--- config.mk ---
export PLATFORM = sky130hd
export DESIGN_NAME = arinc_word_tx
export DESIGN_NICKNAME = d
export VERILOG_FILES = /design/src/rtl/arinc_tx_pkg.sv /design/src/rtl/arinc_tx_loader.sv /design/src/rtl/arinc_tx_bitclk.sv /design/src/rtl/arinc_tx_sequencer.sv /design/src/rtl/arinc_word_tx.sv
export SDC_FILE = /design/constraint.sdc
export NUM_CORES = 1
export LEC_CHECK = 0
export ABC_CLOCK_PERIOD_IN_PS = 4450
export BUFFER_PORTS_ARGS = -buffer_cell sky130_fd_sc_hd__buf_2
export CAP_MARGIN = 20
export CORE_ASPECT_RATIO = 0.8
export CORE_UTILIZATION = 69
export CTS_BUF_LIST = sky130_fd_sc_hd__clkbuf_4
export DETAILED_ROUTE_END_ITERATION = 10
export GPL_TIMING_DRIVEN = 0
export PLACE_DENSITY = 0.94
export SLEW_MARGIN = 20
export SYNTH_ARGS = -nofsm -noshare
export SYNTH_HDL_FRONTEND = slang
export SYNTH_SLANG_ARGS = --single-unit
--- constraint.sdc ---
create_clock -name clk -period 4.45 [get_ports clk]
set_input_delay 0.2225 -clock clk [delete_from_list [all_inputs] [get_ports clk]]
set_output_delay 0.2225 -clock clk [all_outputs]
set_load 0.05 [all_outputs]
--- src/rtl/arinc_tx_pkg.sv ---
package arinc_tx_pkg;

    typedef enum logic [1:0] {
        PH_FILL  = 2'd0,
        PH_HOLD  = 2'd1,
        PH_SHIFT = 2'd2
    } tx_phase_e;

    typedef struct packed {
        logic one;
        logic zero;
    } rz_pair_t;

    function automatic rz_pair_t rz_encode(input logic bit_v, input logic active);
        rz_pair_t p;
        p.one  = active & bit_v;
        p.zero = active & ~bit_v;
        return p;
    endfunction

endpackage

--- src/rtl/arinc_tx_loader.sv ---
module arinc_tx_loader #(
    parameter int BYTE_W   = 8,
    parameter int BYTE_CNT = 4,
    localparam int WORD_W  = BYTE_W * BYTE_CNT,
    localparam int CNT_W   = $clog2(BYTE_CNT)
) (
    input  logic              clk,
    input  logic              rst,
    input  logic [BYTE_W-1:0] bus_data,
    input  logic              load_n,
    input  logic              accept,
    output logic [WORD_W-2:0] word_o,
    output logic              full_o
);

    logic             load_q;
    logic [CNT_W-1:0] byte_idx;
    logic             grab;
    logic             last_byte;

    assign grab      = accept & load_n & ~load_q;
    assign last_byte = (byte_idx == CNT_W'(BYTE_CNT - 1));
    assign full_o    = grab & last_byte;

    always_ff @(posedge clk) begin
        if (rst) begin
            load_q   <= 1'b1;
            byte_idx <= '0;
        end else begin
            load_q <= load_n;
            if (grab) begin
                byte_idx <= last_byte ? '0 : byte_idx + 1'b1;
            end
        end
    end

    for (genvar k = 0; k < BYTE_CNT; k++) begin : g_slot
        if (k == BYTE_CNT - 1) begin : g_top
            always_ff @(posedge clk) begin
                if (rst) begin
                    word_o[k*BYTE_W +: BYTE_W-1] <= '0;
                end else if (grab && byte_idx == CNT_W'(k)) begin
                    word_o[k*BYTE_W +: BYTE_W-1] <= bus_data[BYTE_W-2:0];
                end
            end
        end else begin : g_full
            always_ff @(posedge clk) begin
                if (rst) begin
                    word_o[k*BYTE_W +: BYTE_W] <= '0;
                end else if (grab && byte_idx == CNT_W'(k)) begin
                    word_o[k*BYTE_W +: BYTE_W] <= bus_data;
                end
            end
        end
    end

endmodule

--- src/rtl/arinc_tx_bitclk.sv ---
module arinc_tx_bitclk #(
    parameter int FAST_DIV = 50,
    parameter int SLOW_DIV = 380,
    localparam int CNT_W   = $clog2(SLOW_DIV)
) (
    input  logic clk,
    input  logic rst,
    input  logic run,
    input  logic fast,
    output logic bit_end,
    output logic first_half
);

    localparam logic [CNT_W-1:0] LIM_FAST  = CNT_W'(FAST_DIV - 1);
    localparam logic [CNT_W-1:0] LIM_SLOW  = CNT_W'(SLOW_DIV - 1);
    localparam logic [CNT_W-1:0] HALF_FAST = CNT_W'(FAST_DIV / 2);
    localparam logic [CNT_W-1:0] HALF_SLOW = CNT_W'(SLOW_DIV / 2);

    logic [CNT_W-1:0] cnt;
    logic [CNT_W-1:0] lim;
    logic [CNT_W-1:0] half;

    assign lim        = fast ? LIM_FAST : LIM_SLOW;
    assign half       = fast ? HALF_FAST : HALF_SLOW;
    assign bit_end    = run & (cnt == lim);
    assign first_half = run & (cnt < half);

    always_ff @(posedge clk) begin
        if (rst || !run) begin
            cnt <= '0;
        end else if (cnt == lim) begin
            cnt <= '0;
        end else begin
            cnt <= cnt + 1'b1;
        end
    end

endmodule

--- src/rtl/arinc_tx_sequencer.sv ---
module arinc_tx_sequencer
    import arinc_tx_pkg::*;
#(
    parameter int WORD_W = 32,
    localparam int IDX_W = $clog2(WORD_W)
) (
    input  logic              clk,
    input  logic              rst,
    input  logic              word_full,
    input  logic [WORD_W-2:0] word_in,
    input  logic              txen_n,
    input  logic              fast_sel,
    input  logic              bit_end,
    input  logic              first_half,
    output logic              accept,
    output logic              run,
    output logic              fast_q,
    output rz_pair_t          line
);

    tx_phase_e        phase;
    logic             armed;
    logic             start;
    logic [WORD_W-1:0] shreg;
    logic [IDX_W-1:0]  bit_idx;

    assign start  = (phase == PH_HOLD) & armed;
    assign accept = (phase == PH_FILL);
    assign run    = (phase == PH_SHIFT);
    assign line   = rz_encode(shreg[0], run & first_half);

    always_ff @(posedge clk) begin
        if (rst) begin
            phase   <= PH_FILL;
            armed   <= 1'b0;
            shreg   <= '0;
            bit_idx <= '0;
            fast_q  <= 1'b0;
        end else begin
            armed <= ~txen_n | (armed & ~start);
            case (phase)
                PH_FILL: begin
                    if (word_full) phase <= PH_HOLD;
                end
                PH_HOLD: begin
                    if (armed) begin
                        phase   <= PH_SHIFT;
                        shreg   <= {~^word_in, word_in};
                        bit_idx <= '0;
                        fast_q  <= fast_sel;
                    end
                end
                PH_SHIFT: begin
                    if (bit_end) begin
                        shreg <= shreg >> 1;
                        if (bit_idx == IDX_W'(WORD_W - 1)) begin
                            phase <= PH_FILL;
                        end else begin
                            bit_idx <= bit_idx + 1'b1;
                        end
                    end
                end
                default: phase <= PH_FILL;
            endcase
        end
    end

endmodule

--- src/rtl/arinc_word_tx.sv ---
module arinc_word_tx
    import arinc_tx_pkg::*;
#(
    parameter int FAST_DIV = 50,
    parameter int SLOW_DIV = 380,
    parameter int BYTE_W   = 8,
    parameter int BYTE_CNT = 4
) (
    input  logic              clk,
    input  logic              rst,
    input  logic [BYTE_W-1:0] bus_data,
    input  logic              load_n,
    input  logic              txen_n,
    input  logic              fast_sel,
    output logic              pulse_one,
    output logic              pulse_zero,
    output logic              tx_complete
);

    localparam int WORD_W = BYTE_W * BYTE_CNT;

    logic [WORD_W-2:0] word;
    logic              word_full;
    logic              accept;
    logic              run;
    logic              fast_q;
    logic              bit_end;
    logic              first_half;
    rz_pair_t          line;

    arinc_tx_loader #(
        .BYTE_W  (BYTE_W),
        .BYTE_CNT(BYTE_CNT)
    ) u_loader (
        .clk     (clk),
        .rst     (rst),
        .bus_data(bus_data),
        .load_n  (load_n),
        .accept  (accept),
        .word_o  (word),
        .full_o  (word_full)
    );

    arinc_tx_bitclk #(
        .FAST_DIV(FAST_DIV),
        .SLOW_DIV(SLOW_DIV)
    ) u_bitclk (
        .clk       (clk),
        .rst       (rst),
        .run       (run),
        .fast      (fast_q),
        .bit_end   (bit_end),
        .first_half(first_half)
    );

    arinc_tx_sequencer #(
        .WORD_W(WORD_W)
    ) u_seq (
        .clk       (clk),
        .rst       (rst),
        .word_full (word_full),
        .word_in   (word),
        .txen_n    (txen_n),
        .fast_sel  (fast_sel),
        .bit_end   (bit_end),
        .first_half(first_half),
        .accept    (accept),
        .run       (run),
        .fast_q    (fast_q),
        .line      (line)
    );

    assign pulse_one   = line.one;
    assign pulse_zero  = line.zero;
    assign tx_complete = accept;

endmodule

Word level (Yosys, flattened, before mapping) --
Cells that the tools add are included.
Word-level totals: bits in registers 84, latch bits 0, memory bits (writable) 0, bits in read-only memories 0, bits of input ports 13, word-level logic and storage cells 73, memories 0
Operators by class: add/subtract/negate cells 3, multipliers 0, divide/modulo/power cells 0, $lt $le $gt $ge 1, eq/ne operators 12, shift operators 0, mux-type cells 15, bitwise operators 15, reduce and logical (&&, ||, !) cells 15
Operator list (number):
- $mux W32 | 2
- $pmux W32 S2 | 1
- $reduce_xnor A31 Y1 | 1
- $mux W5 | 3
- $and A1 B1 Y1 | 10
- $mux W2 | 5
- $pmux W5 S2 | 1
- $add A9 B1 Y9 const B | 1
- $eq A9 B9 Y1 | 1
- $lt A9 B9 Y1 | 1
- $mux W9 | 1
- $mux W8 | 1
- $reduce_and A4 Y1 | 2
- $eq A2 B2 Y1 const B | 3
- $ne A2 B2 Y1 const B | 3
- $pmux W2 S3 | 1
- $add A5 B1 Y5 const B | 1
- $eq A5 B5 Y1 const B | 1
- $eq A2 B1 Y1 const B | 2
- $logic_and A1 B1 Y1 | 4
- $logic_not A2 Y1 | 2
- $ne A2 B1 Y1 const B | 2
- $not A1 Y1 | 4
- $reduce_and A3 Y1 | 1
- 7 further kinds | 7

Depth between registers and ports, before layout --
depth in word-level cells 6, depth in mapped cells 8, mapped depth without buffers 7

By module --
From an unflattened synthesis, not the netlist that was laid out.
Unflattened totals: cells, all modules 440, area, all modules 4062.6 µm²
Modules (own cells, without submodules):
- arinc_tx_sequencer | instances 1, cells each 253, area each 2052.0 µm², sequential area each 820.8 µm²
- arinc_tx_loader | instances 1, cells each 132, area each 1493.9 µm², sequential area each 680.7 µm²
- arinc_tx_bitclk | instances 1, cells each 55, area each 516.7 µm², sequential area each 180.2 µm²

Worst setup path before layout --
No wires, ideal clock.
path kind reg2reg, from reg u_seq.fast_q, to reg u_seq.shreg[21], data arrival time 1.983 ns, data required time 4.303 ns, slack 2.320 ns, cell stages (with the launch flop) 7, period minus slack after synthesis 2.130 ns, cell sequence dfxtp_1 > or4b_4 > a2111oi_4 > a21o_1 > buf_4 > buf_2 > a311oi_2
Between the ends: cells in the longest elaborated chain, start to end 5
Ends and longest elaborated chain:
- from (decl) | line arinc_tx_sequencer.sv:17 | output logic fast_q,
- from (signal assigned) | line arinc_tx_sequencer.sv:50 | fast_q <= fast_sel;
- $mux W9 | line arinc_tx_bitclk.sv:23 | assign lim = fast ? LIM_FAST : LIM_SLOW;
- $eq A9 B9 Y1 | line arinc_tx_bitclk.sv:25 | assign bit_end = run & (cnt == lim);
- $and A1 B1 Y1 | line arinc_tx_bitclk.sv:25
- $ne A2 B2 Y1 (no line)
- $reduce_and A3 Y1 (no line)
- to (signal assigned) | line arinc_tx_sequencer.sv:48 | shreg <= {~^word_in, word_in};
- to (signal assigned) | line arinc_tx_sequencer.sv:55 | shreg <= shreg >> 1;
- to (decl) | line arinc_tx_sequencer.sv:24 | logic [WORD_W-1:0] shreg;
No other way between the ends. A chain may end at the register's enable or synchronous reset.

Worst setup path in the final report --
from reg u_seq.fast_q, to reg u_seq.shreg[2]
The elaborated chain is that of the path after synthesis.

==> summary.txt <==
Detailed routing
  – DRC: 0
  – Post-route ant nets: 0
  – Wirelength per Cell: 15.8 um
  – Vias per cell: 6.08
  – Via count: 3503
  – WL final: around 9.1 mm
  – Initial drt markers: ~340
  – 1st-pass router iterations: 5

Cells and area
  – Layout cell share with drive strength beyond 1: 0.120
  – Area Growth Syn to Fin: 7.55%
  – Inserted Diodes: 0
  – # nets final: 517
  – Final Cell Area: 4260 um2

Critical path
  – Crit path arrival time: between 2 and 3 ns
  – Startpoint types: flip-flop
  – Slowest Stage Delay on Critical Path: 0.53 ns
  – Worst setup EP type: flip-flop
  – Crit Path Category: reg2reg
  – Worst-path cell chain: or4b_4, a2111oi_4, a21o_1, buf_4, buf_6, nor2_1, a311oi_2
  – Crit-path slowest cell: a2111oi_4
  – CP Max Fanout: 10
  – Required time of the critical path: a little under 5 ns

Placed design
  – IO buf count: 15
  – Dpl hpwl: 6.45 mm
  – Global placer's final weighted congestion: 0.882
  – Placed Area: roughly 4100 um2

Yosys
  – Post-synth EDFFs: 0
  – Mapped Area: 3960 um2
  – Synth cell types: 33
  – Seq/Total Area, Yosys: 0.424
  – Most frequent cell after synthesis: nand2_1
  – Leading area contributor after synthesis: dfxtp_1
  – Top FF cell, synth: dfxtp_1
  – Gate Count Post-Synth: 465
  – Fraction of registers with async set/reset: 0
  – Mapped Avg Cell Area: 8.52 um2
  – Post-synth top area share: 0.424
  – Post-synthesis register bit count: 84
  – Syn nets: approximately 490
  – Synth top area cells: dfxtp_1 (42%), nand2_1 (9.6%), a311oi_2 (7.6%)
  – Synth warnings: 0
  – Synth cell count leaders: nand2_1 (101), dfxtp_1 (84), nor2_1 (54)

Floorplanning
  – Initial Util: 0.721
  – Core Rows: 24
  – # IOs: 16
  – Core Box Area: approximately 5500 um2
  – Die width: 86.7 um
  – Die area: ~6100 um2
  – Chip height: 69.8 um

STA
  – Max Clk Rate: 395 MHz
  – Final hold violation count: 0
  – Final setup violation count: 0
  – Slew Limit Fails: 0
  – RSZ-0062 raised after global routing: no
  – Min Tclk post-route: 2.53 ns
  – Setup Total Neg Slack: 0 ns
  – Slew headroom: 0.516
  – Tightest Pin Transition: between 0.7 and 0.8 ns
  – Crit share post-route: 0.568
  – Max Clock Skew: 0.00643 ns

Run
  – Max-cap violations: 0

Power
  – Net Sw Frac: 0.284
  – Total power: 1.27 mW
  – Switching Power: ~0.36 mW
  – Pwr dens: 299 nW/um2
  – Clock Power Share: 0.291
  – Reg power frac: 0.604
  – VDD IR max: around 0.19 mV
  – Leakage power: 1.37 nW
  – Internal power: 0.912 mW
  – Combinational Power Share: 0.105

CTS
  – Clk Latency, worst-skew pair: between 0.4 and 0.5 ns
  – Clk root buf: clkbuf_4
  – Clock buffer depth: 2
  – Clock Pin Slew Worst Setup and Hold Paths: ~0.12 ns
  – H-tree levels: 3
  – Sink Count: 84
  – TritonCTS clock tree: built
  – TritonCTS buffer count: 9

Global route
  – Initial antenna violation count: 0
  – Vias in the first global route: between 3k and 4k
  – First-pass GRT wire length: 15.3 mm
  – Global-route usage over all layers: 0.329
  – GRT Residual Overflow: 0
  – Largest net degree at the start of global routing: 14

Status
  – Status: complete, no violations

Worst hold path
  – Min-Delay Path Class: in2reg
## path summary, 6_finish.rpt
kind / from / endpoint / slack [ns] / depth (start not counted)
max reg2reg: u_seq.fast_q$_SDFFE_PP0P_ / u_seq.shreg[2]$_SDFFE_PP0P_ / 1.92 / 7
min: bus_data[7] / u_loader.word_o[7]$_SDFFE_PP0P_ / 0.04 / 3
min reg2reg: u_seq.shreg[7]$_SDFFE_PP0P_ / u_seq.shreg[6]$_SDFFE_PP0P_ / 0.49 / 2
max: u_seq.fast_q$_SDFFE_PP0P_ / u_seq.shreg[2]$_SDFFE_PP0P_ / 1.92 / 7
## placed cells by master, fill, tap and decap left out, drive strengths merged
cell type	netlist	routed
nor3b	2	2
nor2	54	54
nand3	39	39
ha	11	11
and3	1	1
nand2	101	101
clkbuf	25	35
a2111oi	1	1
o21ai	5	5
xor2	6	6
a21o	4	4
or2	1	1
o32ai	1	1
nor4b	1	1
a22oi	1	1
nand4b	2	2
a21oi	41	41
dfxtp	84	84
nand3b	1	1
a311oi	31	31
nor2b	1	1
or3	2	2
clkinv	0	5
nor3	2	2
clkinvlp	0	1
nand2b	5	5
a32oi	2	2
inv	6	6
or4b	1	1
xnor3	4	4
buf	7	22
dlygate4sd3	0	2
xnor2	23	23
## layer usage
metal,part of all wire,track usage
met5,0,0
met4,0.027,0.122
met3,0.083,0.0905
met2,0.46,0.515
met1,0.43,0.434
## sequential cells by signal (all words and copies together), names as in the netlist
register	cells
u_seq.armed	1
u_seq.shreg	32
u_loader.byte_idx	2
u_seq.fast_q	1
u_bitclk.cnt	9
u_loader.load_q	1
u_loader.word_o	31
u_seq.bit_idx	5
u_seq.phase	2
## metrics by stage
| stage | hold WS (ns) | utilization | cells | setup slack (ns) |
|---|---|---|---|---|
| finish | 0.0373 | 0.776 | 576 | 1.92 |
| global route | 0.0409 | 0.776 | 576 | 1.81 |
| floorplan | 0.314 | - | 465 | 2.32 |
| detailed placement | 0.400 | 0.753 | 558 | 1.99 |
| global placement | 0.398 | 0.753 | 558 | 2.09 |
| CTS | 0.0297 | 0.776 | 576 | 1.95 |
## worst max-delay path, delay by kind of cell (launching register included)
family / cells / cell delay [ns]
compound gates: 3 / 1.00
simple gates: 2 / 0.59
flops: 1 / 0.51
buf+inv: 2 / 0.35
## power groups by stage
stage / clock (mW) / combinational [mW] / sequential, mW
after floorplan: 0 / 0.0913 / 0.783
after global placement: 0 / 0.123 / 0.785
after detailed placement: 0 / 0.126 / 0.785
after CTS: 0.373 / 0.131 / 0.768
after global routing: 0.400 / 0.145 / 0.771
final: 0.370 / 0.134 / 0.769
## kinds of logic after synthesis
family	synth area share
AND/OR/NAND/NOR	0.230
XOR/XNOR	0.0868
AO/OA/AOI/OAI	0.181
flip-flops	0.424
adder cells (fa/ha/maj)	0.0347
buffers and inverters	0.0426
## layout make-up
type / instances / area, um2
timing repair buffer: 17 / 95.1
multi-input combinational: 343 / 2110
clock buffer: 10 / 75.1
sequential: 84 / 1680
fill: 342 / 1230
tap: 78 / 97.6
clock inverter: 6 / 31.3
inverter: 6 / 22.5
buffer: 32 / 146
## what timing repair did
action / in CTS / in global routing
gates resized for setup: 0 / 0
buffers inserted: 0 / 0
endpoints found under the hold margin: 2 / 0
hold buffers: 2 / 0
(Power assumes the default switching activity.)
